### src/rtl/actmon_pkg.sv
package actmon_pkg;

  // register byte offsets
  localparam logic [7:0] OFF_CTRL    = 8'h00;
  localparam logic [7:0] OFF_UP_WM   = 8'h04;
  localparam logic [7:0] OFF_LO_WM   = 8'h08;
  localparam logic [7:0] OFF_INIT    = 8'h0C;
  localparam logic [7:0] OFF_AVG_UP  = 8'h10;
  localparam logic [7:0] OFF_AVG_LO  = 8'h14;
  localparam logic [7:0] OFF_WEIGHT  = 8'h18;
  localparam logic [7:0] OFF_AVG     = 8'h20;
  localparam logic [7:0] OFF_STATUS  = 8'h24;
  localparam logic [7:0] OFF_PERIOD  = 8'h28;

  // control word bit positions
  localparam int CTL_K_LSB       = 10;
  localparam int CTL_PERIODIC    = 18;
  localparam int CTL_AVG_LO_EN   = 20;
  localparam int CTL_AVG_UP_EN   = 21;
  localparam int CTL_LO_N_LSB    = 23;
  localparam int CTL_UP_N_LSB    = 26;
  localparam int CTL_LO_EN       = 29;
  localparam int CTL_UP_EN       = 30;
  localparam int CTL_CHAN_EN     = 31;

  // status vector index: [3]=bit31 upper run, [2]=bit30 lower run,
  // [1]=bit29 average above, [0]=bit28 average below
  localparam int STAT_W = 4;

  typedef struct packed {
    logic active;
    logic periodEnd;
    logic seedAvg;
  } ctlStrobe_t;

  typedef struct packed {
    logic upFire;
    logic loFire;
    logic avgAbove;
    logic avgBelow;
  } dpEvent_t;

endpackage

### src/rtl/actmon_datapath.sv
module actmon_datapath
  import actmon_pkg::*;
#(
  parameter int DATA_W  = 32,
  parameter int FIELD_W = 3,
  parameter int K_W     = 3
) (
  input  logic               clk,
  input  logic               rstN,
  input  ctlStrobe_t         strobe,
  input  logic               eventPulse,
  input  logic [DATA_W-1:0]  weight,
  input  logic [DATA_W-1:0]  upWm,
  input  logic [DATA_W-1:0]  loWm,
  input  logic [DATA_W-1:0]  avgUpWm,
  input  logic [DATA_W-1:0]  avgLoWm,
  input  logic [DATA_W-1:0]  seedVal,
  input  logic [K_W-1:0]     kExp,
  input  logic [FIELD_W-1:0] upN,
  input  logic [FIELD_W-1:0] loN,
  output logic [DATA_W-1:0]  avgValue,
  output dpEvent_t           events
);

  localparam int SHIFT_W = K_W + 1;

  logic [DATA_W-1:0]  rawCount;
  logic [DATA_W-1:0]  countNext;
  logic [DATA_W-1:0]  avgQ;
  logic [DATA_W-1:0]  newAvg;
  logic [SHIFT_W-1:0] shiftAmt;
  logic [FIELD_W-1:0] upRun;
  logic [FIELD_W-1:0] loRun;
  logic               upBreach;
  logic               loBreach;

  assign countNext = eventPulse ? rawCount + weight : rawCount;
  assign shiftAmt  = {1'b0, kExp} + {{K_W{1'b0}}, 1'b1};
  assign newAvg    = avgQ - (avgQ >> shiftAmt) + (countNext >> shiftAmt);
  assign upBreach  = countNext > upWm;
  assign loBreach  = countNext < loWm;

  always_comb begin
    events          = '0;
    events.upFire   = strobe.periodEnd && upBreach && (upRun == upN);
    events.loFire   = strobe.periodEnd && loBreach && (loRun == loN);
    events.avgAbove = strobe.periodEnd && (newAvg > avgUpWm);
    events.avgBelow = strobe.periodEnd && (newAvg < avgLoWm);
  end

  // raw weighted event counter
  always_ff @(posedge clk) begin
    if (!rstN || !strobe.active || strobe.periodEnd) begin
      rawCount <= '0;
    end else begin
      rawCount <= countNext;
    end
  end

  // moving average
  always_ff @(posedge clk) begin
    if (!rstN) begin
      avgQ <= '0;
    end else if (strobe.seedAvg) begin
      avgQ <= seedVal;
    end else if (strobe.periodEnd) begin
      avgQ <= newAvg;
    end
  end

  // consecutive breach run counters
  always_ff @(posedge clk) begin
    if (!rstN || !strobe.active) begin
      upRun <= '0;
      loRun <= '0;
    end else if (strobe.periodEnd) begin
      if (!upBreach || events.upFire) upRun <= '0;
      else                            upRun <= upRun + 1'b1;
      if (!loBreach || events.loFire) loRun <= '0;
      else                            loRun <= loRun + 1'b1;
    end
  end

  assign avgValue = avgQ;

  AST_AVG_HOLD: assert property (@(posedge clk) disable iff (!rstN)
    (!strobe.periodEnd && !strobe.seedAvg) |=> $stable(avgQ));
  AST_IDLE_CLEARS: assert property (@(posedge clk) disable iff (!rstN)
    !strobe.active |=> (rawCount == '0));
  AST_UP_FIRE_RESTART: assert property (@(posedge clk) disable iff (!rstN)
    (events.upFire && strobe.active) |=> (upRun == '0));
  AST_LO_FIRE_RESTART: assert property (@(posedge clk) disable iff (!rstN)
    (events.loFire && strobe.active) |=> (loRun == '0));

endmodule

### src/rtl/actmon_ctrl.sv
module actmon_ctrl
  import actmon_pkg::*;
#(
  parameter int DATA_W   = 32,
  parameter int ADDR_W   = 8,
  parameter int PERIOD_W = 16,
  parameter int FIELD_W  = 3,
  parameter int K_W      = 3
) (
  input  logic               clk,
  input  logic               rstN,
  input  logic               wrEn,
  input  logic [ADDR_W-1:0]  wrAddr,
  input  logic [DATA_W-1:0]  wrData,
  input  logic [ADDR_W-1:0]  rdAddr,
  output logic [DATA_W-1:0]  rdData,
  input  dpEvent_t           events,
  input  logic [DATA_W-1:0]  avgValue,
  output ctlStrobe_t         strobe,
  output logic [DATA_W-1:0]  weight,
  output logic [DATA_W-1:0]  upWm,
  output logic [DATA_W-1:0]  loWm,
  output logic [DATA_W-1:0]  avgUpWm,
  output logic [DATA_W-1:0]  avgLoWm,
  output logic [DATA_W-1:0]  seedVal,
  output logic [K_W-1:0]     kExp,
  output logic [FIELD_W-1:0] upN,
  output logic [FIELD_W-1:0] loN,
  output logic               periodTick,
  output logic               irq
);

  logic [DATA_W-1:0]   ctrlQ, upWmQ, loWmQ, initQ, avgUpQ, avgLoQ, weightQ;
  logic [PERIOD_W-1:0] periodLenQ;
  logic [PERIOD_W-1:0] periodCntQ;
  logic [STAT_W-1:0]   statusQ;
  logic [STAT_W-1:0]   setVec;
  logic [STAT_W-1:0]   clrVec;
  logic [STAT_W-1:0]   enVec;
  logic                active;
  logic                periodEnd;

  function automatic logic hit(input logic [ADDR_W-1:0] a, input logic [7:0] off);
    return a == ADDR_W'(off);
  endfunction

  // register file
  always_ff @(posedge clk) begin
    if (!rstN) begin
      ctrlQ      <= '0;
      upWmQ      <= '0;
      loWmQ      <= '0;
      initQ      <= '0;
      avgUpQ     <= '0;
      avgLoQ     <= '0;
      weightQ    <= '0;
      periodLenQ <= '0;
    end else if (wrEn) begin
      if (hit(wrAddr, OFF_CTRL))   ctrlQ      <= wrData;
      if (hit(wrAddr, OFF_UP_WM))  upWmQ      <= wrData;
      if (hit(wrAddr, OFF_LO_WM))  loWmQ      <= wrData;
      if (hit(wrAddr, OFF_INIT))   initQ      <= wrData;
      if (hit(wrAddr, OFF_AVG_UP)) avgUpQ     <= wrData;
      if (hit(wrAddr, OFF_AVG_LO)) avgLoQ     <= wrData;
      if (hit(wrAddr, OFF_WEIGHT)) weightQ    <= wrData;
      if (hit(wrAddr, OFF_PERIOD)) periodLenQ <= wrData[PERIOD_W-1:0];
    end
  end

  // sampling period timer
  assign active    = ctrlQ[CTL_CHAN_EN] && ctrlQ[CTL_PERIODIC];
  assign periodEnd = active && (periodCntQ == periodLenQ);

  always_ff @(posedge clk) begin
    if (!rstN || !active || periodEnd) begin
      periodCntQ <= '0;
    end else begin
      periodCntQ <= periodCntQ + 1'b1;
    end
  end

  always_comb begin
    strobe           = '0;
    strobe.active    = active;
    strobe.periodEnd = periodEnd;
    strobe.seedAvg   = wrEn && hit(wrAddr, OFF_INIT);
  end

  // status, write-one-to-clear, new events win
  assign setVec = {events.upFire, events.loFire, events.avgAbove, events.avgBelow};
  assign clrVec = (wrEn && hit(wrAddr, OFF_STATUS)) ? wrData[DATA_W-1 -: STAT_W] : '0;
  assign enVec  = {ctrlQ[CTL_UP_EN], ctrlQ[CTL_LO_EN], ctrlQ[CTL_AVG_UP_EN], ctrlQ[CTL_AVG_LO_EN]};

  always_ff @(posedge clk) begin
    if (!rstN) begin
      statusQ <= '0;
    end else begin
      statusQ <= (statusQ & ~clrVec) | setVec;
    end
  end

  assign irq        = |(statusQ & enVec);
  assign periodTick = periodEnd;

  // read mux
  always_comb begin
    rdData = '0;
    if      (hit(rdAddr, OFF_CTRL))   rdData = ctrlQ;
    else if (hit(rdAddr, OFF_UP_WM))  rdData = upWmQ;
    else if (hit(rdAddr, OFF_LO_WM))  rdData = loWmQ;
    else if (hit(rdAddr, OFF_INIT))   rdData = initQ;
    else if (hit(rdAddr, OFF_AVG_UP)) rdData = avgUpQ;
    else if (hit(rdAddr, OFF_AVG_LO)) rdData = avgLoQ;
    else if (hit(rdAddr, OFF_WEIGHT)) rdData = weightQ;
    else if (hit(rdAddr, OFF_AVG))    rdData = avgValue;
    else if (hit(rdAddr, OFF_STATUS)) rdData[DATA_W-1 -: STAT_W] = statusQ;
    else if (hit(rdAddr, OFF_PERIOD)) rdData = DATA_W'(periodLenQ);
  end

  assign weight  = weightQ;
  assign upWm    = upWmQ;
  assign loWm    = loWmQ;
  assign avgUpWm = avgUpQ;
  assign avgLoWm = avgLoQ;
  assign seedVal = wrData;
  assign kExp    = ctrlQ[CTL_K_LSB +: K_W];
  assign upN     = ctrlQ[CTL_UP_N_LSB +: FIELD_W];
  assign loN     = ctrlQ[CTL_LO_N_LSB +: FIELD_W];

  AST_TICK_SPACING: assert property (@(posedge clk) disable iff (!rstN)
    (periodTick && periodLenQ != '0 && $stable(ctrlQ)) |=> !periodTick);
  AST_IRQ_HAS_CAUSE: assert property (@(posedge clk) disable iff (!rstN)
    irq |-> (statusQ != '0));
  AST_STATUS_CLEAR: assert property (@(posedge clk) disable iff (!rstN)
    (clrVec == '1 && setVec == '0) |=> (statusQ == '0));
  AST_STATUS_STICKY: assert property (@(posedge clk) disable iff (!rstN)
    (clrVec == '0) |=> ((statusQ & $past(statusQ)) == $past(statusQ)));

endmodule

### src/rtl/actmon_channel.sv
module actmon_channel
  import actmon_pkg::*;
#(
  parameter int DATA_W   = 32,
  parameter int ADDR_W   = 8,
  parameter int PERIOD_W = 16,
  parameter int FIELD_W  = 3,
  parameter int K_W      = 3
) (
  input  logic              clk,
  input  logic              rstN,
  input  logic              wrEn,
  input  logic [ADDR_W-1:0] wrAddr,
  input  logic [DATA_W-1:0] wrData,
  input  logic [ADDR_W-1:0] rdAddr,
  output logic [DATA_W-1:0] rdData,
  input  logic              eventPulse,
  output logic              periodTick,
  output logic              irq
);

  ctlStrobe_t         strobe;
  dpEvent_t           events;
  logic [DATA_W-1:0]  weight, upWm, loWm, avgUpWm, avgLoWm, seedVal, avgValue;
  logic [K_W-1:0]     kExp;
  logic [FIELD_W-1:0] upN, loN;

  actmon_ctrl #(
    .DATA_W(DATA_W), .ADDR_W(ADDR_W), .PERIOD_W(PERIOD_W),
    .FIELD_W(FIELD_W), .K_W(K_W)
  ) i_ctrl (
    .clk(clk), .rstN(rstN), .wrEn(wrEn), .wrAddr(wrAddr), .wrData(wrData),
    .rdAddr(rdAddr), .rdData(rdData), .events(events), .avgValue(avgValue),
    .strobe(strobe), .weight(weight), .upWm(upWm), .loWm(loWm),
    .avgUpWm(avgUpWm), .avgLoWm(avgLoWm), .seedVal(seedVal), .kExp(kExp),
    .upN(upN), .loN(loN), .periodTick(periodTick), .irq(irq)
  );

  actmon_datapath #(
    .DATA_W(DATA_W), .FIELD_W(FIELD_W), .K_W(K_W)
  ) i_datapath (
    .clk(clk), .rstN(rstN), .strobe(strobe), .eventPulse(eventPulse),
    .weight(weight), .upWm(upWm), .loWm(loWm), .avgUpWm(avgUpWm),
    .avgLoWm(avgLoWm), .seedVal(seedVal), .kExp(kExp), .upN(upN), .loN(loN),
    .avgValue(avgValue), .events(events)
  );

endmodule

### config.mk
export PLATFORM = sky130hd
export DESIGN_NAME = actmon_channel
export DESIGN_NICKNAME = d
export VERILOG_FILES = /design/src/rtl/actmon_pkg.sv /design/src/rtl/actmon_datapath.sv /design/src/rtl/actmon_ctrl.sv /design/src/rtl/actmon_channel.sv
export SDC_FILE = /design/constraint.sdc
export NUM_CORES = 1
export LEC_CHECK = 0
export BUFFER_PORTS_ARGS = -buffer_cell sky130_fd_sc_hd__buf_2
export CAP_MARGIN = 30
export CORE_MARGIN = 4
export CORE_UTILIZATION = 58
export DETAILED_ROUTE_END_ITERATION = 10
export PLACE_DENSITY = 0.74
export SLEW_MARGIN = 40
export SYNTH_ARGS = -nofsm -noshare
export SYNTH_HDL_FRONTEND = slang
export SYNTH_SLANG_ARGS = --single-unit
### constraint.sdc
create_clock -name clk -period 7.2 [get_ports clk]
set_clock_uncertainty 0.05 [all_clocks]
set_input_delay 0.36 -clock clk [delete_from_list [all_inputs] [get_ports clk]]
set_output_delay 0.36 -clock clk [all_outputs]
set_load 0.02 [all_outputs]
### Word level (Yosys, flattened, before mapping)

Index checks and enable logic that the tools add are counted.
Widths: inputs -> output; s select.

* add/sub/neg operators: 7
* magnitude comparators: 4
* equality and inequality tests: 20
* shifts and indexed selects: 2
* muxes and demuxes: 17
* bitwise gates (word level): 4
* reductions and logical operators: 30

Operators with widths (number)
* $mux 32: 11
* $add 32x32->32: 2
* $gt 32x32->1: 2
* $lt 32x32->1: 2
* $shr 32x4->32: 2
* $eq 8x5->1 const B: 6
* $eq 8x6->1 const B: 5
* $eq 8x4->1 const B: 4
* $mux 16: 2
* $sub 32x32->32: 1
* $add 16x1->16 const B: 1
* $eq 16x16->1: 1
* $eq 8x3->1 const B: 2
* $logic_not 8->1: 2
* $reduce_and 2->1: 8
* $logic_and 1x1->1: 10
* $and 4x4->4: 2
* $mux 4: 2
* $add 3x1->3 const B: 2
* $eq 3x3->1: 2
* $mux 3: 2
* $add 3x1->4 const B: 1
* $logic_not 1->1: 4
* $logic_or 1x1->1: 4
* other kinds (4): 4

* bits in registers: 330
* input port bits: 52
* logic and storage cells: 98

### Depth between registers and ports, before layout

* word-level depth: 11
* gate-level depth with buffers: 34

### Hierarchy

Synthesis repeated with hierarchy kept, for this count alone.

* cells, all modules: 3347
* area total of the unflattened synthesis: 25733.4 um2

By module, submodules not included
* actmon_ctrl: instances 1, cells an instance 1645, area an instance 12993.7 um2
* actmon_datapath: instances 1, cells an instance 1702, area an instance 12739.7 um2

### Worst setup path after synthesis

No wires, ideal clock.

* path type: flip-flop to flip-flop
* start point: reg i_ctrl.weightQ[0], in the netlist i_ctrl.weight[0]
* end point: reg i_ctrl.statusQ[1]
* library setup time: 0.125 ns
* arrival: 6.778 ns
* setup slack: 0.247 ns
* cell stages (with the launch flop): 32
* path buffers: 0
* period minus slack after synthesis: 6.953 ns
* cells stage by stage: dfxtp_1 -> ha_1 -> inv_1 -> fa_1 -> nand2b_1 -> a21oi_1 -> o21ai_0 -> o21ai_1 -> xor2_1 -> mux2i_1 -> inv_1 -> mux4_2 -> mux2_2 -> fa_1 -> ha_1 -> a21oi_1 -> o221ai_1 -> a211o_1 -> a31oi_1 -> o31a_1 -> o21ai_0 -> and2_1 -> o21a_1 -> ha_1 -> nand4_1 -> nor3_1 -> nand2_1 -> nor3_1 -> nand2_1 -> o31ai_1 -> a21o_1 -> a31oi_1

* cells in the longest elaborated chain, start to end: 7

RTL lines
* start, declared: line actmon_ctrl.sv:33 `logic [DATA_W-1:0] ctrlQ, upWmQ, loWmQ, initQ, avgUpQ, avgLoQ, weightQ;`
* start signal, assigned: line actmon_ctrl.sv:65 `if (hit(wrAddr, OFF_WEIGHT)) weightQ <= wrData;`
* $add 32x32->32: line actmon_datapath.sv:37 `assign countNext = eventPulse ? rawCount + weight : rawCount;`
* $mux 32: line actmon_datapath.sv:37
* net i_datapath.countNext[12]: line actmon_datapath.sv:28 `logic [DATA_W-1:0] countNext;`
* $shr 32x4->32: line actmon_datapath.sv:39 `assign newAvg = avgQ - (avgQ >> shiftAmt) + (countNext >> shiftAmt);`
* $add 32x32->32: line actmon_datapath.sv:39
* $gt 32x32->1: line actmon_datapath.sv:47 `events.avgAbove = strobe.periodEnd && (newAvg > avgUpWm);`
* $logic_and 1x1->1: line actmon_datapath.sv:47
* $or 4x4->4: line actmon_ctrl.sv:98 `statusQ <= (statusQ & ~clrVec) | setVec;`
* end signal, assigned: line actmon_ctrl.sv:98
* end, declared: line actmon_ctrl.sv:36 `logic [STAT_W-1:0] statusQ;`

The timed path passes the listed nets, and every way through them passes these cells.
A chain may end at the register's enable or synchronous reset.

### Worst setup path in the final report

* start point: reg i_datapath.rawCount[3]
* end point: reg i_ctrl.statusQ[1]

* cells in the longest elaborated chain, start to end: 7

RTL lines
* start, declared: line actmon_datapath.sv:27 `logic [DATA_W-1:0] rawCount;`
* start signal, assigned: line actmon_datapath.sv:56 `rawCount <= countNext;`
* $add 32x32->32: line actmon_datapath.sv:37
* $mux 32: line actmon_datapath.sv:37
* net i_datapath.countNext[13]: line actmon_datapath.sv:28
* $shr 32x4->32: line actmon_datapath.sv:39
* $add 32x32->32: line actmon_datapath.sv:39
* $gt 32x32->1: line actmon_datapath.sv:47
* $logic_and 1x1->1: line actmon_datapath.sv:47
* $or 4x4->4: line actmon_ctrl.sv:98

The timed path passes the listed nets, and every way through them passes these cells.

==> metrics.md <==
| Metric | Value |
|---|---|
| # rows | `74` |
| #FFs+latches synth | `330` |
| Worst-path fanout max | `4` |
| Final setup viols | `0` |
| Post-synth ARST share | `0` |
| Non-filler instance count after layout | `3883` |
| WP data required | `7.60 ns` |
| Post-CTS Hold Buffers | `0` |
| DIE AREA | `0.04445 sq mm` |
| Syn nets | `3430` |
| WL final | `90.94 mm` |
| Synth Flop Type | `dfxtp_1` |
| Mapped Avg Cell Area | `7.565 sq um` |
| DR iter-0 viols | `3200` |
| Core area | `0.04074 sq mm` |
| Post-layout min period | `7.194 ns` |
| Gr usage total | `0.3938` |
| Die Wd | `210.8 um` |
| Crit path capture type | `register` |
| Final setup TNS | `0 ns` |
| DRT Pass-1 Iters | `9` |
| Fin crit share | `0.9991` |
| Worst-Skew Late Latency | `0.59 ns` |
| Die H | `210.8 um` |
| Slew Viols, Final | `0` |
| Routed via count | `24660` |
| Mapped Cells | `3154` |
| Fin. Hold Viols | `0` |
| Slew headroom | `0.4010` |
| Fmax | `139.0 MHz` |
| Clock buffer depth | `3` |
| CTS tree | `yes` |
| Area leader, netlist | `dfxtp_1` |
| First-pass GRT wire length | `136.1 mm` |
| Number of remaining DRC errors | `0` |
| Hold WC Path Type | `primary input to register` |
| Most common cell in the netlist | `nand2_1` |
| Synth top area share | `0.2769` |
| Routability Congestion | `1.008` |
| PortBufs | `85` |
| Wire length per cell | `23.42 um` |
| Max VDD drop | `0.2114 mV` |
| Status | `completed` |
| Vias in the first global route | `23040` |
| Antenna Cells | `0` |
| Sw frac | `0.2552` |
| Initial antenna violation count | `2` |
| Reg clk slew, reported paths | `0.06 ns` |
| CP max stage cell | `fa_1` |
| Sequential-to-total area share from yosys stat | `0.2769` |
| Detail Route Antenna Nets | `0` |
| Sequential power share | `0.417` |
| Syn. warnings | `0` |
| Max_cap viols | `0` |
| Top cells by area, synth | `dfxtp_1, ha_1, nand2_1` |
| Largest net degree at the start of global routing | `137` |
| Comb pwr share | `0.104` |
| I/O pin cnt | `86` |
| CTS root buf | `clkbuf_16` |
| Inserted Clock Buffers | `40` |
| Commonest cells post-synth | `nand2_1, a21oi_1, dfxtp_1, inv_1, ha_1` |
| Synthesized area | `0.02386 sq mm` |
| Layout cells sized above 1 | `0.1686` |
| Placed cell count | `3806` |
| RSZ-0062 raised after global routing | `true` |
| PwrDens | `156.4 mW/mm^2` |
| WS Path Type | `register to register` |
| Vias/cell | `6.351` |
| HPWL after detailed placement | `67.74 mm` |
| Library cells used by synthesis | `77` |
| Int Pwr | `3268 uW` |
| Critical Path AT | `7.60 ns` |
| Clk pwr share | `0.479` |
| Switching Power | `1120 uW` |
| Worst-Margin Slew | `0.8985 ns` |
| P&R area growth vs syn | `17.60%` |
| Starting Density | `0.5857` |
| Fin nets | `3600` |
| Overflow after GRT | `0` |
| H-Tree Depth | `2` |
| Number of flops mapped to enable cells by yosys | `0` |
| Max incr delay on CP | `0.56 ns` |
| CTS Sinks | `330` |
| Hold WS | `0.06470 ns` |
| Startpoint type of the worst setup path | `register` |
| CP dominant cell by count | `nand2_1` |
| Leak | `0.01169 uW` |
[state kept, by name, summed over array words and instances (netlist names), 16 cells and up]
signal               flops
i_ctrl.avgUpWm          32
i_ctrl.loWm             32
i_ctrl.periodLenQ       16
i_ctrl.upWm             32
i_ctrl.periodCntQ       16
i_datapath.avgValue     32
i_datapath.rawCount     32
i_ctrl.avgLoWm          32
i_ctrl.ctrlQ            32
i_ctrl.initQ            32
i_ctrl.weight           32
[cell type report]
cell class	instances	area (sq um)
Sequential cell	330	6616
Clock inverter	10	138.9
Tap cell	532	665.6
Inverter	250	945.9
Timing Repair Buffer	334	2432
Fill cell	3438	12680
Multi-Input combinational cell	2368	16070
Clock buffer	59	1195
[final timing paths]
path                                             start           endpoint  slack, ns  cells after the start
worst min register to register         i_ctrl.ctrlQ[2]    i_ctrl.ctrlQ[2]       0.40                      2
worst max-delay path            i_datapath.rawCount[3]  i_ctrl.statusQ[1]      0.006                     32
worst min-delay path                        wrData[13]  i_ctrl.weight[13]       0.06                      3
worst max register to register  i_datapath.rawCount[3]  i_ctrl.statusQ[1]      0.006                     32
[repair_timing]
action,in CTS,in global routing
setup endpoints to repair,2,2
pin swaps,12,36
setup buffers,2,7
gates resized for setup,33,56
[metrics by stage]
step	instance area, sq um	total power (uW)	util	setup slack (ns)
6_report	28060	4388	0.6888	0.006147
5_1_grt	28060	4493	0.6888	-0.2496
4_1_cts	27730	4362	0.6807	0.006238
3_5_place_dp	26230	2291	0.6437	-0.4269
3_3_place_gp	26020	2287	0.6388	-0.2345
2_1_floorplan	23860	2111	-	0.2465
[power by group through the flow]
stage	sequential, uW	combinational (uW)	clock (uW)
6_report	1830	458	2100
5_1_grt	1830	492	2170
4_1_cts	1830	430	2100
3_5_place_dp	1870	421	0
3_3_place_gp	1870	417	0
2_1_floorplan	1870	242	0
[critical path: cells and delay by family, from the launching register on]
family,cells,cell delay (ns)
AO/OA/AOI/OAI,12,2.35
XOR/XNOR,2,0.23
adder cells (fa/ha/maj),4,1.34
buffers and inverters,2,0.22
flip-flops,1,0.34
multiplexers,3,0.94
AND/OR/NAND/NOR,9,1.58
[per-layer routing]
layer,up-vias,share of wire,global-route usage
met5,-,0.00014,0
met4,2,0.032,0.1259
met3,196,0.13,0.09921
met2,1497,0.42,0.5854
met1,11630,0.41,0.5649
li1,11330,-,-
[cell families after synthesis]
kind of cell | count (synthesis) | synth area share
simple gates | 1081 | 0.1969
xor+xnor | 78 | 0.02863
fa+ha+maj | 224 | 0.1275
buf+inv | 456 | 0.07211
compound gates | 858 | 0.2211
mux | 127 | 0.07683
flops | 330 | 0.2769
[layout by cell type, fill, tap and decap left out, types with 19 or more instances in the layout]
cell type / count
a21o_1: 71
buf_2: 85
and3_1: 19
mux2i_1: 60
dfxtp_1: 322
a31oi_1: 31
xnor2_1: 38
nand4_1: 40
nor3_1: 28
buf_4: 236
clkbuf_16: 42
o21a_1: 23
fa_1: 31
inv_1: 246
xor2_1: 36
nor2_1: 162
nand2_1: 613
nand2b_1: 19
mux4_2: 39
a22oi_1: 96
a21oi_1: 364
nand3_1: 82
nor2b_1: 26
o211ai_1: 19
ha_1: 183
o21ai_0: 118
mux2_2: 19
Note: power is estimated with default switching activity, not from simulation.
